`src/rtl/priv_timer_pkg.sv`:
```
package priv_timer_pkg;

  localparam int MODE_W     = 6;
  localparam int MB_EN      = 0;
  localparam int MB_AUTO    = 1;
  localparam int MB_PROT    = 3;
  localparam int MB_CSEL_LO = 4;
  localparam int PS_W       = 4;

  typedef enum logic [1:0] {
    A_MODE   = 2'd0,
    A_COUNT  = 2'd1,
    A_RELOAD = 2'd2,
    A_NONE   = 2'd3
  } reg_addr_e;

  // divisor minus one for a select code
  function automatic logic [PS_W-1:0] ps_limit(input logic [1:0] sel);
    logic [PS_W-1:0] lim;
    case (sel)
      2'b00:   lim = PS_W'(0);
      2'b01:   lim = PS_W'(3);
      2'b10:   lim = PS_W'(7);
      default: lim = PS_W'(15);
    endcase
    return lim;
  endfunction

endpackage

```
`src/rtl/ptmr_access.sv`:
```
module ptmr_access
  import priv_timer_pkg::*;
(
  input  logic       bus_wr,
  input  logic       bus_user,
  input  logic [1:0] bus_addr,
  input  logic       protect,
  input  logic       soft_rst,
  output logic       we_mode,
  output logic       we_count,
  output logic       we_reload,
  output logic       rejected
);
  logic allowed;

  always_comb begin
    allowed   = bus_wr & ~soft_rst & (~bus_user | ~protect);
    rejected  = bus_wr & ~soft_rst & bus_user & protect;
    we_mode   = allowed & (bus_addr == A_MODE);
    we_count  = allowed & (bus_addr == A_COUNT);
    we_reload = allowed & (bus_addr == A_RELOAD);
  end
endmodule

```
`src/rtl/ptmr_prescale.sv`:
```
module ptmr_prescale
  import priv_timer_pkg::*;
(
  input  logic       clk,
  input  logic       rst_n,
  input  logic       clr,
  input  logic       restart,
  input  logic [1:0] csel,
  output logic       tick
);
  logic [PS_W-1:0] pc_q, pc_d;
  logic [PS_W-1:0] limit;

  always_comb begin
    limit = ps_limit(csel);
    tick  = (pc_q == limit);
    if (clr || restart) pc_d = '0;
    else if (tick)      pc_d = '0;
    else                pc_d = pc_q + PS_W'(1);
  end

  always_ff @(posedge clk or negedge rst_n) begin
    if (!rst_n) pc_q <= '0;
    else        pc_q <= pc_d;
  end
endmodule

```
`src/rtl/ptmr_counter.sv`:
```
module ptmr_counter #(
  parameter int CNT_W = 16
) (
  input  logic             clk,
  input  logic             rst_n,
  input  logic             clr,
  input  logic             en,
  input  logic             auto_rl,
  input  logic             tick,
  input  logic             we_count,
  input  logic [CNT_W-1:0] wdata,
  input  logic [CNT_W-1:0] reload,
  output logic [CNT_W-1:0] count,
  output logic             tc_pulse,
  output logic             stop_req
);
  logic [CNT_W-1:0] cnt_q, cnt_d;
  logic             tc_q, tc_d;
  logic             dec_ev;

  always_comb begin
    dec_ev   = en & tick & ~we_count & ~clr;
    cnt_d    = cnt_q;
    tc_d     = 1'b0;
    stop_req = 1'b0;
    if (clr) begin
      cnt_d = '0;
    end else if (we_count) begin
      cnt_d = wdata;
    end else if (dec_ev) begin
      if (cnt_q == '0) begin
        tc_d = 1'b1;
        if (auto_rl) cnt_d    = reload;
        else         stop_req = 1'b1;
      end else begin
        cnt_d = cnt_q - CNT_W'(1);
      end
    end
  end

  always_ff @(posedge clk or negedge rst_n) begin
    if (!rst_n) begin
      cnt_q <= '0;
      tc_q  <= 1'b0;
    end else begin
      cnt_q <= cnt_d;
      tc_q  <= tc_d;
    end
  end

  assign count    = cnt_q;
  assign tc_pulse = tc_q;
endmodule

```
`src/rtl/ptmr_regs.sv`:
```
module ptmr_regs
  import priv_timer_pkg::*;
#(
  parameter int CNT_W = 16
) (
  input  logic              clk,
  input  logic              rst_n,
  input  logic              clr,
  input  logic              we_mode,
  input  logic              we_reload,
  input  logic              stop_req,
  input  logic [CNT_W-1:0]  wdata,
  input  logic [1:0]        rd_addr,
  input  logic [CNT_W-1:0]  count,
  output logic [MODE_W-1:0] mode,
  output logic [CNT_W-1:0]  reload,
  output logic [CNT_W-1:0]  rdata
);
  logic [MODE_W-1:0] mode_q, mode_d;
  logic [CNT_W-1:0]  rl_q, rl_d;

  always_comb begin
    mode_d = mode_q;
    rl_d   = rl_q;
    if (clr) begin
      mode_d = '0;
      rl_d   = '0;
    end else begin
      if (we_mode)       mode_d        = wdata[MODE_W-1:0];
      else if (stop_req) mode_d[MB_EN] = 1'b0;
      if (we_reload)     rl_d          = wdata;
    end
  end

  always_ff @(posedge clk or negedge rst_n) begin
    if (!rst_n) begin
      mode_q <= '0;
      rl_q   <= '0;
    end else begin
      mode_q <= mode_d;
      rl_q   <= rl_d;
    end
  end

  always_comb begin
    case (rd_addr)
      A_MODE:   rdata = {{(CNT_W-MODE_W){1'b0}}, mode_q};
      A_COUNT:  rdata = count;
      A_RELOAD: rdata = rl_q;
      default:  rdata = '0;
    endcase
  end

  assign mode   = mode_q;
  assign reload = rl_q;
endmodule

```
`src/rtl/priv_timer.sv`:
```
module priv_timer
  import priv_timer_pkg::*;
#(
  parameter int CNT_W = 16
) (
  input  logic             clk,
  input  logic             rst_n,
  input  logic             soft_rst,
  input  logic             bus_wr,
  input  logic             bus_user,
  input  logic [1:0]       bus_addr,
  input  logic [CNT_W-1:0] bus_wdata,
  output logic [CNT_W-1:0] bus_rdata,
  output logic             tick,
  output logic             tc_pulse,
  output logic             wr_reject,
  output logic             wdog_user_wr_ok
);
  logic              rst_meta, rst_q;
  logic              we_mode, we_count, we_reload, rejected;
  logic              rej_q;
  logic              stop_req;
  logic [MODE_W-1:0] mode_q;
  logic [CNT_W-1:0]  reload_q, count_q;

  // async assert, synchronous release
  always_ff @(posedge clk or negedge rst_n) begin
    if (!rst_n) begin
      rst_meta <= 1'b0;
      rst_q    <= 1'b0;
    end else begin
      rst_meta <= 1'b1;
      rst_q    <= rst_meta;
    end
  end

  ptmr_access u_access (
    .bus_wr    (bus_wr),
    .bus_user  (bus_user),
    .bus_addr  (bus_addr),
    .protect   (mode_q[MB_PROT]),
    .soft_rst  (soft_rst),
    .we_mode   (we_mode),
    .we_count  (we_count),
    .we_reload (we_reload),
    .rejected  (rejected)
  );

  ptmr_regs #(.CNT_W(CNT_W)) u_regs (
    .clk       (clk),
    .rst_n     (rst_q),
    .clr       (soft_rst),
    .we_mode   (we_mode),
    .we_reload (we_reload),
    .stop_req  (stop_req),
    .wdata     (bus_wdata),
    .rd_addr   (bus_addr),
    .count     (count_q),
    .mode      (mode_q),
    .reload    (reload_q),
    .rdata     (bus_rdata)
  );

  ptmr_prescale u_ps (
    .clk     (clk),
    .rst_n   (rst_q),
    .clr     (soft_rst),
    .restart (we_mode),
    .csel    (mode_q[MB_CSEL_LO+1:MB_CSEL_LO]),
    .tick    (tick)
  );

  ptmr_counter #(.CNT_W(CNT_W)) u_cnt (
    .clk      (clk),
    .rst_n    (rst_q),
    .clr      (soft_rst),
    .en       (mode_q[MB_EN]),
    .auto_rl  (mode_q[MB_AUTO]),
    .tick     (tick),
    .we_count (we_count),
    .wdata    (bus_wdata),
    .reload   (reload_q),
    .count    (count_q),
    .tc_pulse (tc_pulse),
    .stop_req (stop_req)
  );

  always_ff @(posedge clk or negedge rst_q) begin
    if (!rst_q) rej_q <= 1'b0;
    else        rej_q <= rejected;
  end

  assign wr_reject       = rej_q;
  assign wdog_user_wr_ok = ~mode_q[MB_PROT];
endmodule

```
`config.mk`:
```
export PLATFORM = sky130hd
export DESIGN_NAME = priv_timer
export DESIGN_NICKNAME = d
export VERILOG_FILES = /design/src/rtl/priv_timer_pkg.sv /design/src/rtl/ptmr_access.sv /design/src/rtl/ptmr_prescale.sv /design/src/rtl/ptmr_counter.sv /design/src/rtl/ptmr_regs.sv /design/src/rtl/priv_timer.sv
export SDC_FILE = /design/constraint.sdc
export NUM_CORES = 1
export LEC_CHECK = 0
export BUFFER_PORTS_ARGS = -buffer_cell sky130_fd_sc_hd__buf_2
export CORE_MARGIN = 10
export CORE_UTILIZATION = 30
export CTS_BUF_LIST = sky130_fd_sc_hd__clkbuf_8
export CTS_CLUSTER_DIAMETER = 100
export DETAILED_ROUTE_END_ITERATION = 12
export PLACE_DENSITY = 0.49
export SLEW_MARGIN = 10
export SYNTH_ARGS = -nofsm -noshare
export SYNTH_HDL_FRONTEND = slang
export SYNTH_HIERARCHICAL = 1
export SYNTH_SLANG_ARGS = --single-unit
```
`constraint.sdc`:
```
create_clock -name clk -period 1.49 [get_ports clk]
set_input_delay 0.298 -clock clk [delete_from_list [all_inputs] [get_ports clk]]
set_output_delay 0.298 -clock clk [all_outputs]
set_load 0.02 [all_outputs]
```
Yosys cells after proc, flatten, opt, wreduce, memory -nomap -nowiden
Index checks and enable logic that the tools add are counted.
Cells by class
  multiply operators: 0
  bitwise gates (word level): 15
  $lt $le $gt $ge: 0
  equal/unequal tests: 6
  $add $sub $neg: 2
  multiplexer cells: 24
  shift operators: 0
  divide/modulo/power cells: 0
  reductions and logical operators: 9
Operators by type and width (count)
  $mux W16: 7
  $pmux W16 S3: 1
  $logic_not A16 Y1: 1
  $sub A16 B1 Y16 const B: 1
  $pmux W4 S3: 1
  $mux W1: 11
  $and A1 B1 Y1: 10
  $mux W4: 2
  $mux W6: 1
  $reduce_bool A3 Y1: 2
  $mux W5: 1
  $add A4 B1 Y4 const B: 1
  $eq A2 B1 Y1 const B: 2
  $eq A2 B2 Y1 const B: 2
  $eq A4 B4 Y1: 1
  $logic_not A2 Y1: 2
  $ne A4 B3 Y1 const B: 1
  $not A1 Y1: 4
  $reduce_bool A2 Y1: 2
  $reduce_and A2 Y1: 1
  $logic_or A1 B1 Y1: 1
  $or A1 B1 Y1: 1
Word-level totals
  bits in writable memories: 0
  register bits after elaboration: 46
  memories: 0
  logic and storage cells: 65
  ROM bits: 0
  bits of input ports: 23
  bits in latches: 0

Longest topological paths before layout
  word-level depth: 13
  gate-level depth with buffers: 9
  depth with buffers taken out: 8

Modules after synthesis
The synthesis kept the hierarchy.
By module, submodules not included
  ptmr_counter: cells an instance 158, instances 1, seq. area each 425.4 sq um, area each 1378.8 sq um
  ptmr_regs: cells an instance 100, instances 1, seq. area each 550.5 sq um, area each 1158.6 sq um
  ptmr_prescale: cells an instance 21, instances 1, seq. area each 100.1 sq um, area each 242.7 sq um
  priv_timer: cells an instance 5, instances 1, seq. area each 75.1 sq um, area each 82.6 sq um
  ptmr_access: cells an instance 6, instances 1, seq. area each 0.0 sq um, area each 65.1 sq um

Worst setup path before layout
No wires, ideal clock.
  kind: reg2reg
  start point: register u_regs.mode_q[5] (netlist: u_regs/mode[5])
  end point: register u_cnt.cnt_q[11] (netlist: u_cnt/count[11])
  path buffers: 1
  arrival time: 2.137 ns
  clock period less this slack: 2.215 ns
  setup time: 0.077 ns
  stages on the path, launching flop included: 9
  setup slack: -0.725 ns
  cells stage by stage: dfrtp_1 or3_4 o22ai_2 or2_1 a21oi_1 a211oi_2 buf_2 a32oi_1 o21ai_1
On the way
  word-level cells in the longest chain between the ends: 8
Ends and longest elaborated chain
  start, declared: line ptmr_regs.sv:19  | logic [MODE_W-1:0] mode_q, mode_d;
  start signal, assigned: line ptmr_regs.sv:40  | mode_q <= mode_d;
  $eq A2 B2 Y1, or another cell as far along: line priv_timer_pkg.sv:20  | case (sel)
  $pmux W4 S3 (*): line priv_timer_pkg.sv:20
  $eq A4 B4 Y1 (*): line ptmr_prescale.sv:16  | tick = (pc_q == limit);
  net tick: line priv_timer.sv:14  | output logic tick,
  $and A1 B1 Y1 (*) (3 in a row): line ptmr_counter.sv:22  | dec_ev = en & tick & ~we_count & ~clr;
  $reduce_bool A3 Y1 (no line) (*)
  $reduce_and A2 Y1 (no line) (*)
  end signal, assigned: line ptmr_counter.sv:46  | cnt_q <= cnt_d;
  end, declared: line ptmr_counter.sv:17  | logic [CNT_W-1:0] cnt_q, cnt_d;
The timed path passes the listed nets; every way through them passes the cells marked *.
A chain may end at the register's enable or synchronous reset.

Final worst setup path
  start point: register u_regs.mode_q[5] (netlist: u_regs/mode[5])
  end point: output port tick
On the way
  word-level cells in the longest chain between the ends: 3
Ends and longest elaborated chain (line)
  $eq A2 B2 Y1, or another cell as far along: priv_timer_pkg.sv:20
  $pmux W4 S3 (*): priv_timer_pkg.sv:20
  $eq A4 B4 Y1 (*): ptmr_prescale.sv:16
  end, declared: priv_timer.sv:14
Mark *: on every way between the ends. The rest lies on a longest branch, timed or not.

==> results.json <==
{
  "clock_tree.root_cell": "clkbuf_8",
  "report.final.setup_viol": 47,
  "area.growth.synth_to_final_pct": 50.98,
  "cts_h_tree_depth": 2,
  "fmax_mhz": 516.1,
  "clock_tree_from_tritoncts": "done",
  "power.static_leakage_uw": 0.002012,
  "synth_edf_count": 0,
  "cts_max_path_buffers": 2,
  "finalMaxSlewViolations": 0,
  "io-pin-count": 43,
  "gp_congestion": 0.8203,
  "chipHeight_um": 118.8,
  "layout_commonest_cell": "buf_4",
  "detail-route-antenna-nets": 0,
  "timing.critical_path.slowest_cell_delay_ns": 0.42,
  "grt_most_used_layer": "met2",
  "detailroute.via_count": 2672,
  "floorplan.rows": 35,
  "yosysWarnings": 6,
  "final_layout_size_suffix_gt1_share_pct": 47.91,
  "seq_area_frac_synth_pct": 39.32,
  "post-dp-hpwl_um": 6602,
  "period_minus_slack_ns": 1.937,
  "power.density_cell_area_nw_per_um2": 1544,
  "fill_cells": 939,
  "die_area_sq_um": 14110,
  "critical_path.endpoint_type": "primary output",
  "antenna_violations_before_repair": 0,
  "p_seq_share_pct": 21.2,
  "detail_route.drc_violations": 0,
  "globalRouteOverflowTotal": 0,
  "clock_sinks": 46,
  "chipWidth_um": 118.8,
  "rsz0062_at_grt": "yes",
  "per_cell_via_count_in_the_routed_design": 4.985,
  "violations": "setup timing",
  "clk_pin_slew_worst_paths_ns": 0.09,
  "post_synth.cell_area_avg_sq_um": 10.10,
  "netlist-cell-type-count": 56,
  "worstSetupStartpointType": "flip-flop",
  "maximum_number_of_pins_on_one_net_before_global_route_repair": 45,
  "report.power.total_uw": 6827,
  "top_fanout_value_on_the_critical_path": 3,
  "sw_frac_of_total_pct": 41.41,
  "final.setup.worst_slack_ns": -0.4475,
  "grt_use_met1_pct": 16.93,
  "netlist_area_sq_um": 2928,
  "final_hold_vios": 0,
  "ys_dominant_reg_cell": "dfrtp_1",
  "fin_nets": 432,
  "grt_overall_usage_pct": 13.20,
  "postSynthNetCount": 316,
  "globalRouteMet3Util_pct": 2.523,
  "grt_pass1_vias": 2893,
  "layout_common_cells": "62 x buf_4, 37 x dfrtp_1, 35 x buf_6, 35 x nor2_1, 30 x mux2i_1",
  "clock-skew-final_ns": 0.002927,
  "ys_async_sr_fraction_pct": 100.0,
  "placed_cell_area_sq_um": 3777,
  "synth.ff_latch_count": 46,
  "grt.met2_usage_pct": 22.34,
  "power.ir.vdd_worst_mv": 0.6673,
  "internal_power_uw": 4000,
  "crit_path_cell_trace": "or3_4 > o22ai_4 > or2_4 > buf_4 > buf_6",
  "core_area_sq_um": 9371,
  "drt-total-wl_um": 9466,
  "grt_pass1_wl_um": 15400,
  "wl_per_cell_um": 17.66,
  "worst_ep_required_time_ns": 1.19,
  "power_frac_comb_pct": 66.6,
  "first_pass_iters": 4,
  "synth_cells": 290,
  "post_route_fraction_of_the_period_consumed_by_the_critical_path_pct": 130.0,
  "floorplan.initialDensity_pct": 31.24,
  "net-switching-power_uw": 2827,
  "clkLatencyLatePin_ns": 0.30,
  "fin_area_sq_um": 4420,
  "hold_class": "flip-flop to async pin",
  "worst-endpoint-arrival_ns": 1.64,
  "antenna_cells_inserted": 0,
  "buffer_ports.inserted": 42,
  "run_status": "finished with violations",
  "crit_slowest_cell": "or3_4",
  "p_clk_share_pct": 12.2,
  "cts_buffers": 5,
  "maxCapViolations": 0,
  "timing.critical_path.max_delay_family": "simple AND/OR/NAND/NOR gates",
  "cp_num_buf_inv": 2,
  "drt_first_iter_violations": 117,
  "critPathKind": "flip-flop to primary output"
}
-- power groups by stage --
stage,registers [uW],clock network (uW),logic (uW)
after floorplan,1490,0,2280
after global placement,1450,0,3710
after detailed placement,1450,0,3750
after CTS,1440,866,4190
after global routing,1460,916,4930
final,1450,834,4540
-- per-layer routing --
metal / up-vias / routed length [um] / share of wire [%]
met5: - / 0 / 0
met3: 4 / 281 / 3.0
met2: 43 / 4650 / 49
met1: 1302 / 4477 / 47
li1: 1323 / - / -
met4: 0 / 57 / 0.60
-- cell type report --
type / count / area (sq um) / area share, %
multi-input cells: 216 / 1867 / 42.23
repair buffers: 129 / 1105 / 24.99
inverters: 8 / 30.03 / 0.6793
flip-flops and latches: 46 / 1162 / 26.29
clock buffers: 6 / 82.58 / 1.868
clock inverters: 2 / 12.51 / 0.2830
well taps: 129 / 161.4 / 3.651
-- registers in the layout, summed over array words and instances, names as in the netlist --
| signal | cells |
|---|---|
| rst_q | 1 |
| rst_meta | 1 |
| u_cnt/tc_pulse | 1 |
| u_ps/pc_q | 4 |
| u_cnt/count | 16 |
| wr_reject | 1 |
| u_regs/mode | 6 |
| u_regs/reload | 16 |
-- per-stage QoR --
| step | hold WS (ns) | setup TNS (ns) | cells | utilization [%] | setup slack [ns] |
|---|---|---|---|---|---|
| 2_1_floorplan | 0.002409 | -7.982 | 290 | - | -0.5098 |
| 3_3_place_gp | 0.08308 | -15.48 | 505 | 40.31 | -0.5358 |
| 3_5_place_dp | 0.08530 | -16.69 | 505 | 40.31 | -0.5347 |
| 4_1_cts | 0.2479 | -9.556 | 526 | 44.87 | -0.4656 |
| 5_1_grt | 0.2605 | -12.35 | 536 | 47.17 | -0.5521 |
| 6_report | 0.2473 | -8.883 | 536 | 47.17 | -0.4475 |
-- cell usage after synthesis, types with 5 or more instances --
| cell | number | area [sq um] |
|---|---|---|
| nor2_1 | 36 | 135.1 |
| o41ai_1 | 5 | 43.79 |
| a32oi_1 | 6 | 52.55 |
| mux2i_1 | 31 | 310.3 |
| a22o_1 | 15 | 131.4 |
| dfrtp_1 | 46 | 1151 |
| nand2_1 | 15 | 56.30 |
| o21ai_1 | 6 | 30.03 |
| a21oi_1 | 9 | 45.04 |
| inv_1 | 8 | 30.03 |
| o2bb2ai_1 | 6 | 52.55 |
| nand3_1 | 5 | 25.02 |
| o21ai_0 | 5 | 25.02 |
| nor3_1 | 9 | 45.04 |
| nor4_1 | 5 | 31.28 |
| clkbuf_1 | 8 | 30.03 |
| xor2_1 | 6 | 52.55 |
-- cells by family (layout without fill, tap and decap cells) --
family,after synthesis,in the layout,synth area share (%)
multiplexers,31,31,10.60
flip-flops,46,46,39.32
adder cells (fa/ha/maj),3,3,1.282
buffers and inverters,28,145,5.598
other,1,1,0.1281
XOR/XNOR,9,9,2.692
AO/OA/AOI/OAI,71,71,20.04
AND/OR/NAND/NOR,101,101,20.34
-- final timing paths --
path | from | end | slack, ns | depth (start not counted)
max in group asynchronous | rst_q | u_cnt/count[15] | 1.01 | 1
min | rst_q | u_regs/mode[5] | 0.25 | 1
max | u_regs/mode[5] | tick | -0.45 | 5
min in group clk | bus_wdata[6] | u_regs/reload[6] | 0.25 | 3
min reg2reg | rst_q | u_regs/mode[5] | 0.25 | 1
max reg2reg | u_regs/mode[5] | u_cnt/count[13] | -0.44 | 9
-- timing repair --
item	in CTS	in global routing
hold endpoints to repair	2	0
resized for setup	65	39
gates cloned	0	1
hold buffers	1	0
setup endpoints to repair	56	57
buffers inserted	14	14
pin swaps	15	15
Power figures use the tool's default switching activity.
